**config.mk**
```make
export PLATFORM = sky130hd
export DESIGN_NAME = fuse_read_ctrl
export DESIGN_NICKNAME = d
export VERILOG_FILES = /design/src/rtl/fuse_rd_pkg.sv /design/src/rtl/fuse_rd_seq.sv /design/src/rtl/fuse_rd_regs.sv /design/src/rtl/fuse_read_ctrl.sv
export SDC_FILE = /design/constraint.sdc
export NUM_CORES = 1
export LEC_CHECK = 0
export ABC_AREA = 1
export BUFFER_PORTS_ARGS = -buffer_cell sky130_fd_sc_hd__buf_2
export CELL_PAD_IN_SITES_DETAIL_PLACEMENT = 1
export CELL_PAD_IN_SITES_GLOBAL_PLACEMENT = 1
export CORE_ASPECT_RATIO = 1.25
export CORE_UTILIZATION = 36
export DETAILED_ROUTE_END_ITERATION = 16
export GPL_TIMING_DRIVEN = 0
export PLACE_DENSITY = 0.87
export SETUP_SLACK_MARGIN = 0.4
export SYNTH_ARGS = -nofsm -noshare
export SYNTH_HDL_FRONTEND = slang
export SYNTH_SLANG_ARGS = --single-unit
```
**constraint.sdc**
```tcl
create_clock -name clk -period 3.2 [get_ports clk]
set_clock_uncertainty 0.1 [all_clocks]
set_input_delay 0.8 -clock clk [delete_from_list [all_inputs] [get_ports clk]]
set_output_delay 0.8 -clock clk [all_outputs]
set_load 0.02 [all_outputs]
```
**src/rtl/fuse_rd_pkg.sv**
```systemverilog
package fuse_rd_pkg;
    typedef enum logic [1:0] {
        ST_IDLE   = 2'd0,
        ST_SETUP  = 2'd1,
        ST_STROBE = 2'd2
    } seq_state_t;

    localparam int REG_CTRL   = 0;
    localparam int REG_CFG    = 1;
    localparam int REG_STATUS = 2;
    localparam int REG_DATA0  = 3;

    localparam logic [31:0] CFG_KEEP_MASK = 32'h80FF_FFFF;
    localparam int          CFG_IEN_BIT   = 31;
    localparam int          CFG_ADJ_LSB   = 20;
    localparam int          CFG_STR_LSB   = 16;

    localparam int CTRL_ADDR_LSB = 21;
    localparam int CTRL_LEN_LSB  = 16;
    localparam int CTRL_PGM_BIT  = 15;
    localparam int CTRL_WEN_BIT  = 1;
    localparam int CTRL_REN_BIT  = 0;
endpackage

```
**src/rtl/fuse_rd_seq.sv**
```systemverilog
module fuse_rd_seq
    import fuse_rd_pkg::*;
#(
    parameter int ADJ_W = 4,
    parameter int STR_W = 4
) (
    input  logic             clk,
    input  logic             rst_n,
    input  logic             start,
    input  logic [ADJ_W-1:0] adj_cnt,
    input  logic [STR_W-1:0] str_cnt,
    output logic             busy,
    output logic             strobe,
    output logic             capture
);
    localparam int CNT_W = $clog2((1 << (ADJ_W > STR_W ? ADJ_W : STR_W)) + 4);

    seq_state_t       state_q;
    logic [CNT_W-1:0] cnt_q;
    logic [ADJ_W-1:0] adj_q;
    logic [STR_W-1:0] str_q;
    logic [CNT_W-1:0] strobe_last;

    assign strobe_last = CNT_W'(str_q) + CNT_W'(3);

    always_ff @(posedge clk or negedge rst_n) begin
        if (!rst_n) begin
            state_q <= ST_IDLE;
            cnt_q   <= '0;
            adj_q   <= '0;
            str_q   <= '0;
        end else begin
            unique case (state_q)
                ST_IDLE: begin
                    if (start) begin
                        state_q <= ST_SETUP;
                        cnt_q   <= '0;
                        adj_q   <= adj_cnt;
                        str_q   <= str_cnt;
                    end
                end
                ST_SETUP: begin
                    if (cnt_q == CNT_W'(adj_q)) begin
                        state_q <= ST_STROBE;
                        cnt_q   <= '0;
                    end else begin
                        cnt_q <= cnt_q + 1'b1;
                    end
                end
                ST_STROBE: begin
                    if (cnt_q == strobe_last) begin
                        state_q <= ST_IDLE;
                        cnt_q   <= '0;
                    end else begin
                        cnt_q <= cnt_q + 1'b1;
                    end
                end
                default: state_q <= ST_IDLE;
            endcase
        end
    end

    always_comb begin
        busy    = 1'b0;
        strobe  = 1'b0;
        capture = 1'b0;
        unique case (state_q)
            ST_IDLE:   ;
            ST_SETUP:  busy = 1'b1;
            ST_STROBE: begin
                busy    = 1'b1;
                strobe  = 1'b1;
                capture = (cnt_q == strobe_last);
            end
            default: ;
        endcase
    end


    setup_before_strobe_chk: assert property (@(posedge clk) disable iff (!rst_n)
        $rose(strobe) |-> $past(busy));


    capture_ends_burst_chk: assert property (@(posedge clk) disable iff (!rst_n)
        capture |=> !busy);


    no_start_when_busy_chk: assert property (@(posedge clk) disable iff (!rst_n)
        (busy && !capture) |=> busy);
endmodule

```
**src/rtl/fuse_rd_regs.sv**
```systemverilog
module fuse_rd_regs
    import fuse_rd_pkg::*;
#(
    parameter int REG_AW  = 6,
    parameter int WORD_W  = 32,
    parameter int WORDS   = 8,
    parameter int BYTE_AW = 10,
    parameter int ROW_AW  = 9,
    parameter int ADJ_W   = 4,
    parameter int STR_W   = 4
) (
    input  logic                    clk,
    input  logic                    rst_n,
    input  logic                    wr_en,
    input  logic [REG_AW-1:0]       addr,
    input  logic [WORD_W-1:0]       wdata,
    output logic [WORD_W-1:0]       rdata,
    input  logic                    busy,
    input  logic                    capture,
    input  logic [WORDS*WORD_W-1:0] row_data,
    output logic                    start,
    output logic [ROW_AW-1:0]       row_idx,
    output logic [ADJ_W-1:0]        adj_cnt,
    output logic [STR_W-1:0]        str_cnt,
    output logic                    irq
);
    localparam int WIDX_W  = REG_AW - 2;
    localparam int WSEL_W  = $clog2(WORDS);
    localparam int OFF_W   = $clog2(WORDS * WORD_W / 8);
    localparam int RIDX_W  = BYTE_AW - OFF_W;

    logic [WIDX_W-1:0]  widx;
    logic [WIDX_W-1:0]  dofs;
    logic               ctrl_wr, status_wr, cfg_wr;
    logic [BYTE_AW-1:0] c_addr_q;
    logic [4:0]         c_len_q;
    logic               c_pgm_q, c_wen_q;
    logic [WORD_W-1:0]  cfg_q;
    logic               done_q, irq_q;
    logic [WORD_W-1:0]  data_q [WORDS];
    logic               unused_bits;

    assign widx      = addr[REG_AW-1:2];
    assign dofs      = widx - WIDX_W'(REG_DATA0);
    assign ctrl_wr   = wr_en && (widx == WIDX_W'(REG_CTRL)) && !busy;
    assign cfg_wr    = wr_en && (widx == WIDX_W'(REG_CFG));
    assign status_wr = wr_en && (widx == WIDX_W'(REG_STATUS));
    assign start     = ctrl_wr && wdata[CTRL_REN_BIT];
    assign row_idx   = ROW_AW'(c_addr_q[BYTE_AW-1:OFF_W]);
    assign adj_cnt   = cfg_q[CFG_ADJ_LSB +: ADJ_W];
    assign str_cnt   = cfg_q[CFG_STR_LSB +: STR_W];
    assign irq       = irq_q;
    assign unused_bits = ^{addr[1:0], RIDX_W'(0)};

    always_ff @(posedge clk or negedge rst_n) begin
        if (!rst_n) begin
            c_addr_q <= '0;
            c_len_q  <= '0;
            c_pgm_q  <= 1'b0;
            c_wen_q  <= 1'b0;
            cfg_q    <= '0;
        end else begin
            if (ctrl_wr) begin
                c_addr_q <= wdata[CTRL_ADDR_LSB +: BYTE_AW];
                c_len_q  <= wdata[CTRL_LEN_LSB +: 5];
                c_pgm_q  <= wdata[CTRL_PGM_BIT];
                c_wen_q  <= wdata[CTRL_WEN_BIT];
            end
            if (cfg_wr) cfg_q <= wdata & CFG_KEEP_MASK;
        end
    end

    always_ff @(posedge clk or negedge rst_n) begin
        if (!rst_n) begin
            done_q <= 1'b0;
            irq_q  <= 1'b0;
        end else if (start) begin
            done_q <= 1'b0;
            irq_q  <= 1'b0;
        end else if (capture) begin
            done_q <= 1'b1;
            irq_q  <= cfg_q[CFG_IEN_BIT];
        end else if (status_wr && wdata[0]) begin
            irq_q  <= 1'b0;
        end
    end

    for (genvar g = 0; g < WORDS; g++) begin : g_word
        always_ff @(posedge clk or negedge rst_n) begin
            if (!rst_n)       data_q[g] <= '0;
            else if (capture) data_q[g] <= row_data[g*WORD_W +: WORD_W];
        end


        word_hold_chk: assert property (@(posedge clk) disable iff (!rst_n)
            !capture |=> $stable(data_q[g]));
    end

    always_comb begin
        rdata = '0;
        if (widx == WIDX_W'(REG_CTRL)) begin
            rdata[CTRL_ADDR_LSB +: BYTE_AW] = c_addr_q;
            rdata[CTRL_LEN_LSB +: 5]        = c_len_q;
            rdata[CTRL_PGM_BIT]             = c_pgm_q;
            rdata[CTRL_WEN_BIT]             = c_wen_q;
        end else if (widx == WIDX_W'(REG_CFG)) begin
            rdata = cfg_q;
        end else if (widx == WIDX_W'(REG_STATUS)) begin
            rdata[0] = done_q;
        end else if (widx >= WIDX_W'(REG_DATA0) && widx < WIDX_W'(REG_DATA0 + WORDS)) begin
            rdata = data_q[dofs[WSEL_W-1:0]];
        end
    end


    start_clears_done_chk: assert property (@(posedge clk) disable iff (!rst_n)
        start |=> !done_q);


    capture_sets_done_chk: assert property (@(posedge clk) disable iff (!rst_n)
        capture |=> done_q);


    irq_with_done_chk: assert property (@(posedge clk) disable iff (!rst_n)
        irq_q |-> done_q);


    busy_write_ignored_chk: assert property (@(posedge clk) disable iff (!rst_n)
        (wr_en && widx == WIDX_W'(REG_CTRL) && busy) |=> $stable(c_addr_q));
endmodule

```
**src/rtl/fuse_read_ctrl.sv**
```systemverilog
module fuse_read_ctrl #(
    parameter int REG_AW  = 6,
    parameter int WORD_W  = 32,
    parameter int WORDS   = 8,
    parameter int BYTE_AW = 10,
    parameter int ROW_AW  = 9,
    parameter int ADJ_W   = 4,
    parameter int STR_W   = 4
) (
    input  logic                    clk,
    input  logic                    rst_n,
    input  logic                    reg_wr,
    input  logic [REG_AW-1:0]       reg_addr,
    input  logic [WORD_W-1:0]       reg_wdata,
    output logic [WORD_W-1:0]       reg_rdata,
    output logic [ROW_AW-1:0]       fuse_addr,
    output logic                    fuse_strobe,
    input  logic [WORDS*WORD_W-1:0] fuse_data,
    output logic                    irq
);
    logic             start, busy, capture;
    logic [ADJ_W-1:0] adj_cnt;
    logic [STR_W-1:0] str_cnt;

    fuse_rd_regs #(
        .REG_AW(REG_AW), .WORD_W(WORD_W), .WORDS(WORDS), .BYTE_AW(BYTE_AW),
        .ROW_AW(ROW_AW), .ADJ_W(ADJ_W), .STR_W(STR_W)
    ) u_regs (
        .clk      (clk),
        .rst_n    (rst_n),
        .wr_en    (reg_wr),
        .addr     (reg_addr),
        .wdata    (reg_wdata),
        .rdata    (reg_rdata),
        .busy     (busy),
        .capture  (capture),
        .row_data (fuse_data),
        .start    (start),
        .row_idx  (fuse_addr),
        .adj_cnt  (adj_cnt),
        .str_cnt  (str_cnt),
        .irq      (irq)
    );

    fuse_rd_seq #(.ADJ_W(ADJ_W), .STR_W(STR_W)) u_seq (
        .clk     (clk),
        .rst_n   (rst_n),
        .start   (start),
        .adj_cnt (adj_cnt),
        .str_cnt (str_cnt),
        .busy    (busy),
        .strobe  (fuse_strobe),
        .capture (capture)
    );


    row_held_chk: assert property (@(posedge clk) disable iff (!rst_n)
        (busy && $past(busy)) |-> $stable(fuse_addr));


    strobe_needs_busy_chk: assert property (@(posedge clk) disable iff (!rst_n)
        fuse_strobe |-> busy);
endmodule

```
* Yosys cells after proc, flatten, opt, wreduce, memory -nomap -nowiden
Cells that the tools add are included.
Storage, ports and cells: bits in registers 315, bits in latches 0, RAM bits 0, bits in read-only memories 0, bits of input ports 297, output and inout port bits 43, logic and storage cells 80, memories 0
Cells by class: add/subtract/negate cells 3, $mul 0, divide/modulo/power cells 0, $lt $le $gt $ge 3, equal/unequal tests 9, shift operators 0, multiplexer cells 28, bitwise logic cells 1, reduce and logical (&&, ||, !) cells 17
Operators with widths (count):
- $mux W32 | 4
- $bmux W32 S3 | 1
- $mux W31 | 1
- $mux W16 | 1
- $mux W5 | 3
- $pmux W5 S3 | 1
- $mux W13 | 1
- $mux W1 | 12
- $logic_and A1 B1 Y1 | 7
- $mux W2 | 3
- $pmux W2 S3 | 1
- $reduce_bool A3 Y1 | 2
- $add A4 B2 Y5 const B | 1
- $add A5 B1 Y5 const B | 1
- $eq A5 B4 Y1 | 1
- $eq A5 B5 Y1 | 1
- $eq A4 B1 Y1 const B | 1
- $eq A4 B2 Y1 const B | 1
- $ge A4 B2 Y1 const B | 1
- $ge A4 B4 Y1 const B | 1
- $logic_not A4 Y1 | 1
- $lt A4 B4 Y1 const B | 1
- $ne A2 B1 Y1 const B | 2
- $not A3 Y4 | 1
- other kinds (10) | 11

* Depth between registers and ports, before layout
word-level depth 9, gate-level depth with buffers 15, mapped depth without buffers 13

* Hierarchy
From an unflattened synthesis, not the netlist that was laid out.
Second synthesis, totals: cell total of the unflattened synthesis 2019, area, all modules 15361.0 um^2
By module, submodules not included:
- fuse_rd_regs | times used 1, cells each 1889, area each 14417.6 um^2, sequential area each 7507.2 um^2
- fuse_rd_seq | times used 1, cells each 130, area each 943.4 um^2, sequential area each 375.4 um^2

* Worst setup path after synthesis
OpenSTA, ideal clock, no wires.
path kind input to output, from input port reg_addr[2], to output port reg_rdata[14], data arrival time 2763 ps, required time 2300 ps, path slack -463 ps, stages on the path 11, path buffers 5, cell sequence inv_2 -> buf_2 -> buf_2 -> buf_2 -> ha_1 -> buf_2 -> buf_1 -> o21ai_0 -> o211ai_1 -> nand3_1 -> a21oi_1
On the way: longest elaborated chain between the ends 9, elaborated cells on any way between the ends 15, classes of those cells 1 x add/sub; 2 x order compare; 2 x eq/ne; 7 x mux; 1 x bitwise; 2 x reduce/logical
Ends and longest elaborated chain:
- from (decl) | RTL line fuse_read_ctrl.sv:13 | input logic [REG_AW-1:0] reg_addr,
- $sub A3 B2 Y3 | RTL line fuse_rd_regs.sv:44 | assign dofs = widx - WIDX_W'(REG_DATA0);
- $not A3 Y4 (not written as such) | RTL line fuse_rd_regs.sv:111 | rdata = data_q[dofs[WSEL_W-1:0]];
- $bmux W32 S3 | RTL line fuse_rd_regs.sv:111
- $mux W32 (not written as such) (2 in series) | RTL line fuse_rd_regs.sv:111
- $mux W32 | RTL line fuse_rd_regs.sv:110 | end else if (widx >= WIDX_W'(REG_DATA0) && widx < WIDX_W'(REG_DATA0 + WORDS)) begin
- $mux W31 | RTL line fuse_rd_regs.sv:108 | end else if (widx == WIDX_W'(REG_STATUS)) begin
- $mux W32 | RTL line fuse_rd_regs.sv:106 | end else if (widx == WIDX_W'(REG_CFG)) begin
- $mux W13 (*) | RTL line fuse_rd_regs.sv:101 | if (widx == WIDX_W'(REG_CTRL)) begin
- to (decl) | RTL line fuse_read_ctrl.sv:15 | output logic [WORD_W-1:0] reg_rdata,
Mark *: on every way between the ends. The rest lies on a longest branch, timed or not. The select of a mux whose other input is x is not followed.

* Worst setup path in the final report
from input port reg_addr[2], to output port reg_rdata[29]
On the way: longest elaborated chain between the ends 9, elaborated cells on any way between the ends 15, classes of those cells 1 x add/sub; 2 x order compare; 2 x eq/ne; 7 x mux; 1 x bitwise; 2 x reduce/logical
Ends and longest elaborated chain (RTL line):
- $sub A3 B2 Y3 | fuse_rd_regs.sv:44
- $not A3 Y4 (not written as such) | fuse_rd_regs.sv:111
- $bmux W32 S3 | fuse_rd_regs.sv:111
- $mux W32 (not written as such) (2 in series) | fuse_rd_regs.sv:111
- $mux W32 | fuse_rd_regs.sv:110
- $mux W31 | fuse_rd_regs.sv:108
- $mux W32 | fuse_rd_regs.sv:106
- $mux W16 (*) | fuse_rd_regs.sv:101
Marked as above.

==> results.md <==
- Pleak: 0.0101 uW
- Final wirelength: 74000 um
- CP Max Fanout: 10
- Seq pwr share: about two fifths
- Width of the die: approximately 190 um
- Post-synth top area cell: dfrtp_1
- Worst slew margin: 41.5%
- P&R area growth vs syn: 39.2%
- Non-filler cells, final: roughly 3000
- Synthesized area: 15600 um2
- Arr. time, crit path: 3160 ps
- Layout cell share with drive strength beyond 1: 32.7%
- Number of synthesized register bits: 315
- Violated checks: setup timing
- Synth area leaders: dfrtp_1 (51%), nand2_1 (15%), nand3_1 (10%), nor2_1 (5.1%), o21ai_0 (5.1%)
- Iter 0 DRT Violations: approximately 1400
- First-pass GRT wire length: approximately 100000 um
- Logic pwr share: roughly 36%
- Post-route ant nets: 0
- Maxcap violations: 0
- Final setup margin: -858 ps
- Yosys cell types: 32
- Async S/R FF share, synth: 100%
- Clock power frac: between 20% and 30%
- Worst-Margin Slew: 878 ps
- Initial antenna violation count: 1
- Critical path type: in -> out
- All-layer global routing usage: 31.2%
- Initial Utilization: between 30 and 40%
- Avg WL per Cell: 24.9 um
- Slowest stage delay, CP: around 660 ps
- Fin util: between 50% and 60%
- Crit path top cell by count: buf_12
- Net Sw Frac: 40.1%
- Cts bufs inserted: 36
- Final setup viols: 32
- Worst-path clk slew: 60 ps
- Sequential area share after synthesis: about half
- Share of the synthesized area in the top cell type: 50.5%
- Clock latency on the worst-skew pair: 530 ps
- Die ar.: 44200 um2
- Tmin final: ~4000 ps
- Cts hold-fix bufs: 0
- Final Hold Fails: 0
- Hpwl dp: roughly 50000 um
- H-tree depth: 2
- Row count: 84
- Critical Path Sink Type: output pin
- Unrepaired setup endpoints after global routing: yes
- Slew Viols, Final: 0
- Drt via density: ~5.6
- Status: finished, violations left
- GP Congestion: 0.903
- Yosys Warn Count: 0
- CTS tree: done
- Root Buffer: clkbuf_16
- Net switching power: approximately 7300 uW
- Drc violations: 0
- Post-synth EDFFs: 0
- Power per Cell Area: 841 nW/um2
- Ys flop type: dfrtp_1
- Largest net degree at the start of global routing: 112
- Boundary pin count: 340
- Tcrit/Tclk final: 127%
- Vias in the first global route: 17857
- Synthesized area per cell: 7.93 um2
- Critical-path top delay cell: o211ai_1
- Core Footprint: 42500 um2
- Placed insts: 2864
- IO Port Bufs: 333
- 1st-pass router iterations: 5
- Maximum VDD drop: 0.342 mV
- CP cell instances: buf_12, inv_12, buf_12, buf_8, buf_12, ha_4, buf_12, inv_12, clkbuf_16, o21ai_1, o22ai_1, o211ai_1, nand2_2, buf_6
- Worst hold path type: in -> async
- Crit path required time: about 2300 ps
- Clock Tree Buf Depth: 3
- Type of origin of the critical path: primary input
- Die H: about 230 um
- Internal power: ~11000 uW
- Fmax: 0.246 GHz
- Clock sink count: roughly 320
- Via count: 16757
- Post-Synthesis Cells: 1967
- Grt total ovfl: 0
- NumNets Final: 2692
## final timing paths
path,start,endpoint,slack [ps],cells past startpoint
worst max-delay path,reg_addr[2],reg_rdata[29],-860,14
worst min-delay path,rst_n,u_seq.str_q[3]$_DFFE_PN0P_,170,1
worst max register to register,u_seq.str_q[0]$_DFFE_PN0P_,u_regs.data_q[62]$_DFFE_PN0P_,560,11
worst min register to register,u_regs.data_q[129]$_DFFE_PN0P_,u_regs.data_q[129]$_DFFE_PN0P_,370,2
max in group asynchronous,rst_n,u_regs.data_q[135]$_DFFE_PN0P_,1270,3
min in group clk,u_regs.data_q[129]$_DFFE_PN0P_,u_regs.data_q[129]$_DFFE_PN0P_,370,2
## final cells by class
type                    instances  area [um2]
fillers                      5106       20700
multi-input cells            1457        7960
flip-flops and latches        315        7880
repair buffers                377        2530
plain buffers                 156        1250
clock buffers                  45        1020
well taps                     559         699
clock inverters                15         209
inverters                      42         183
diodes                          2        5.00
## worst max-delay path, delay by kind of cell
kind	cells	cell delay (ps)
AND/OR/NAND/NOR	1	120
adder cells (fa/ha/maj)	1	340
AO/OA/AOI/OAI	3	880
buffers and inverters	9	990
## Yosys cell counts (2+ instances only)
master	number
nand3_1	318
xor2_1	4
buf_6	24
inv_1	34
a31oi_1	10
nand4_1	4
nand2_1	639
o221ai_1	13
xnor2_1	3
mux2_2	22
dfrtp_1	315
clkbuf_1	67
a21oi_1	17
o21ai_0	160
o211ai_1	29
nand2_2	2
ha_1	10
inv_2	7
buf_1	6
nor2_1	214
buf_2	17
buf_4	42
## repair_timing
| action | 4_1_cts | 5_1_grt |
|---|---|---|
| gates cloned | 8 | 1 |
| pin swaps | 90 | 108 |
| resized for setup | 279 | 187 |
| setup endpoints to repair | 32 | 49 |
| setup buffers | 23 | 10 |
## layout by cell type (no fill, tap or decap), types with 16 or more instances in the layout
| cell | Yosys | final |
|---|---|---|
| o21ai_2 | 0 | 52 |
| nand3_1 | 318 | 273 |
| nand2_1 | 639 | 631 |
| o211ai_1 | 29 | 29 |
| o21ai_0 | 160 | 62 |
| o21ai_1 | 0 | 32 |
| clkbuf_2 | 0 | 16 |
| inv_1 | 34 | 34 |
| mux2_2 | 22 | 22 |
| buf_2 | 17 | 312 |
| clkbuf_16 | 0 | 48 |
| dfrtp_1 | 315 | 315 |
| nor2_4 | 1 | 29 |
| buf_4 | 42 | 56 |
| nand3_2 | 0 | 41 |
| buf_6 | 24 | 68 |
| clkbuf_1 | 67 | 43 |
| nor2_1 | 214 | 173 |
## layer usage
| layer | wire length (um) | vias up | global-route usage [%] |
|---|---|---|---|
| met2 | 35900 | 836 | 52.8 |
| met3 | 5120 | 298 | 4.94 |
| li1 | - | 7273 | - |
| met5 | 0 | - | 0 |
| met4 | 5960 | 0 | 20.3 |
| met1 | 27000 | 8350 | 36.7 |
## stage by stage
step / worst slack (ps) / total power [uW] / instance area [um2] / hold slack, ps / TNS, ps
6_report: -858 / 18300 / 21700 / 168 / -16290
5_1_grt: -893 / 19100 / 21700 / 268 / -16810
4_1_cts: -506 / 17400 / 21000 / 241 / -14330
3_5_place_dp: -1020 / 12400 / 18500 / 354 / -27600
3_3_place_gp: -4790 / 11900 / 18500 / 348 / -1525400
2_1_floorplan: -22.4 / 10300 / 16100 / 337 / -123
## logic make-up after synthesis
logic type,Yosys count,synth area share [%]
other,1,0.0240
xor gates and xnor gates,8,0.497
and+or+nand+nor,1183,31.3
buffers and inverters,198,7.06
muxes,22,1.59
DFF,315,50.5
AOI/OAI and AO/OA,230,8.24
adders and majority gates,10,0.802
## power groups by stage
stage / Combinational, uW / Sequential [uW] / Clock (uW)
after global placement: 5010 / 6940 / 0
final: 6500 / 7350 / 4420
after CTS: 5900 / 7100 / 4400
after global routing: 7080 / 7470 / 4560
after floorplan: 3640 / 6630 / 0
after detailed placement: 5320 / 7060 / 0
## registers in the layout (all words and copies together), names as in the netlist
name	cells
u_seq.state_q	2
u_regs.cfg_q	25
u_regs.c_len_q	5
u_regs.c_pgm_q	1
u_regs.done_q	1
u_regs.c_wen_q	1
u_regs.irq	1
u_seq.adj_q	4
u_regs.data_q	256
u_seq.cnt_q	5
u_regs.c_addr_q	10
u_seq.str_q	4
Power figures use the tool's default switching activity.
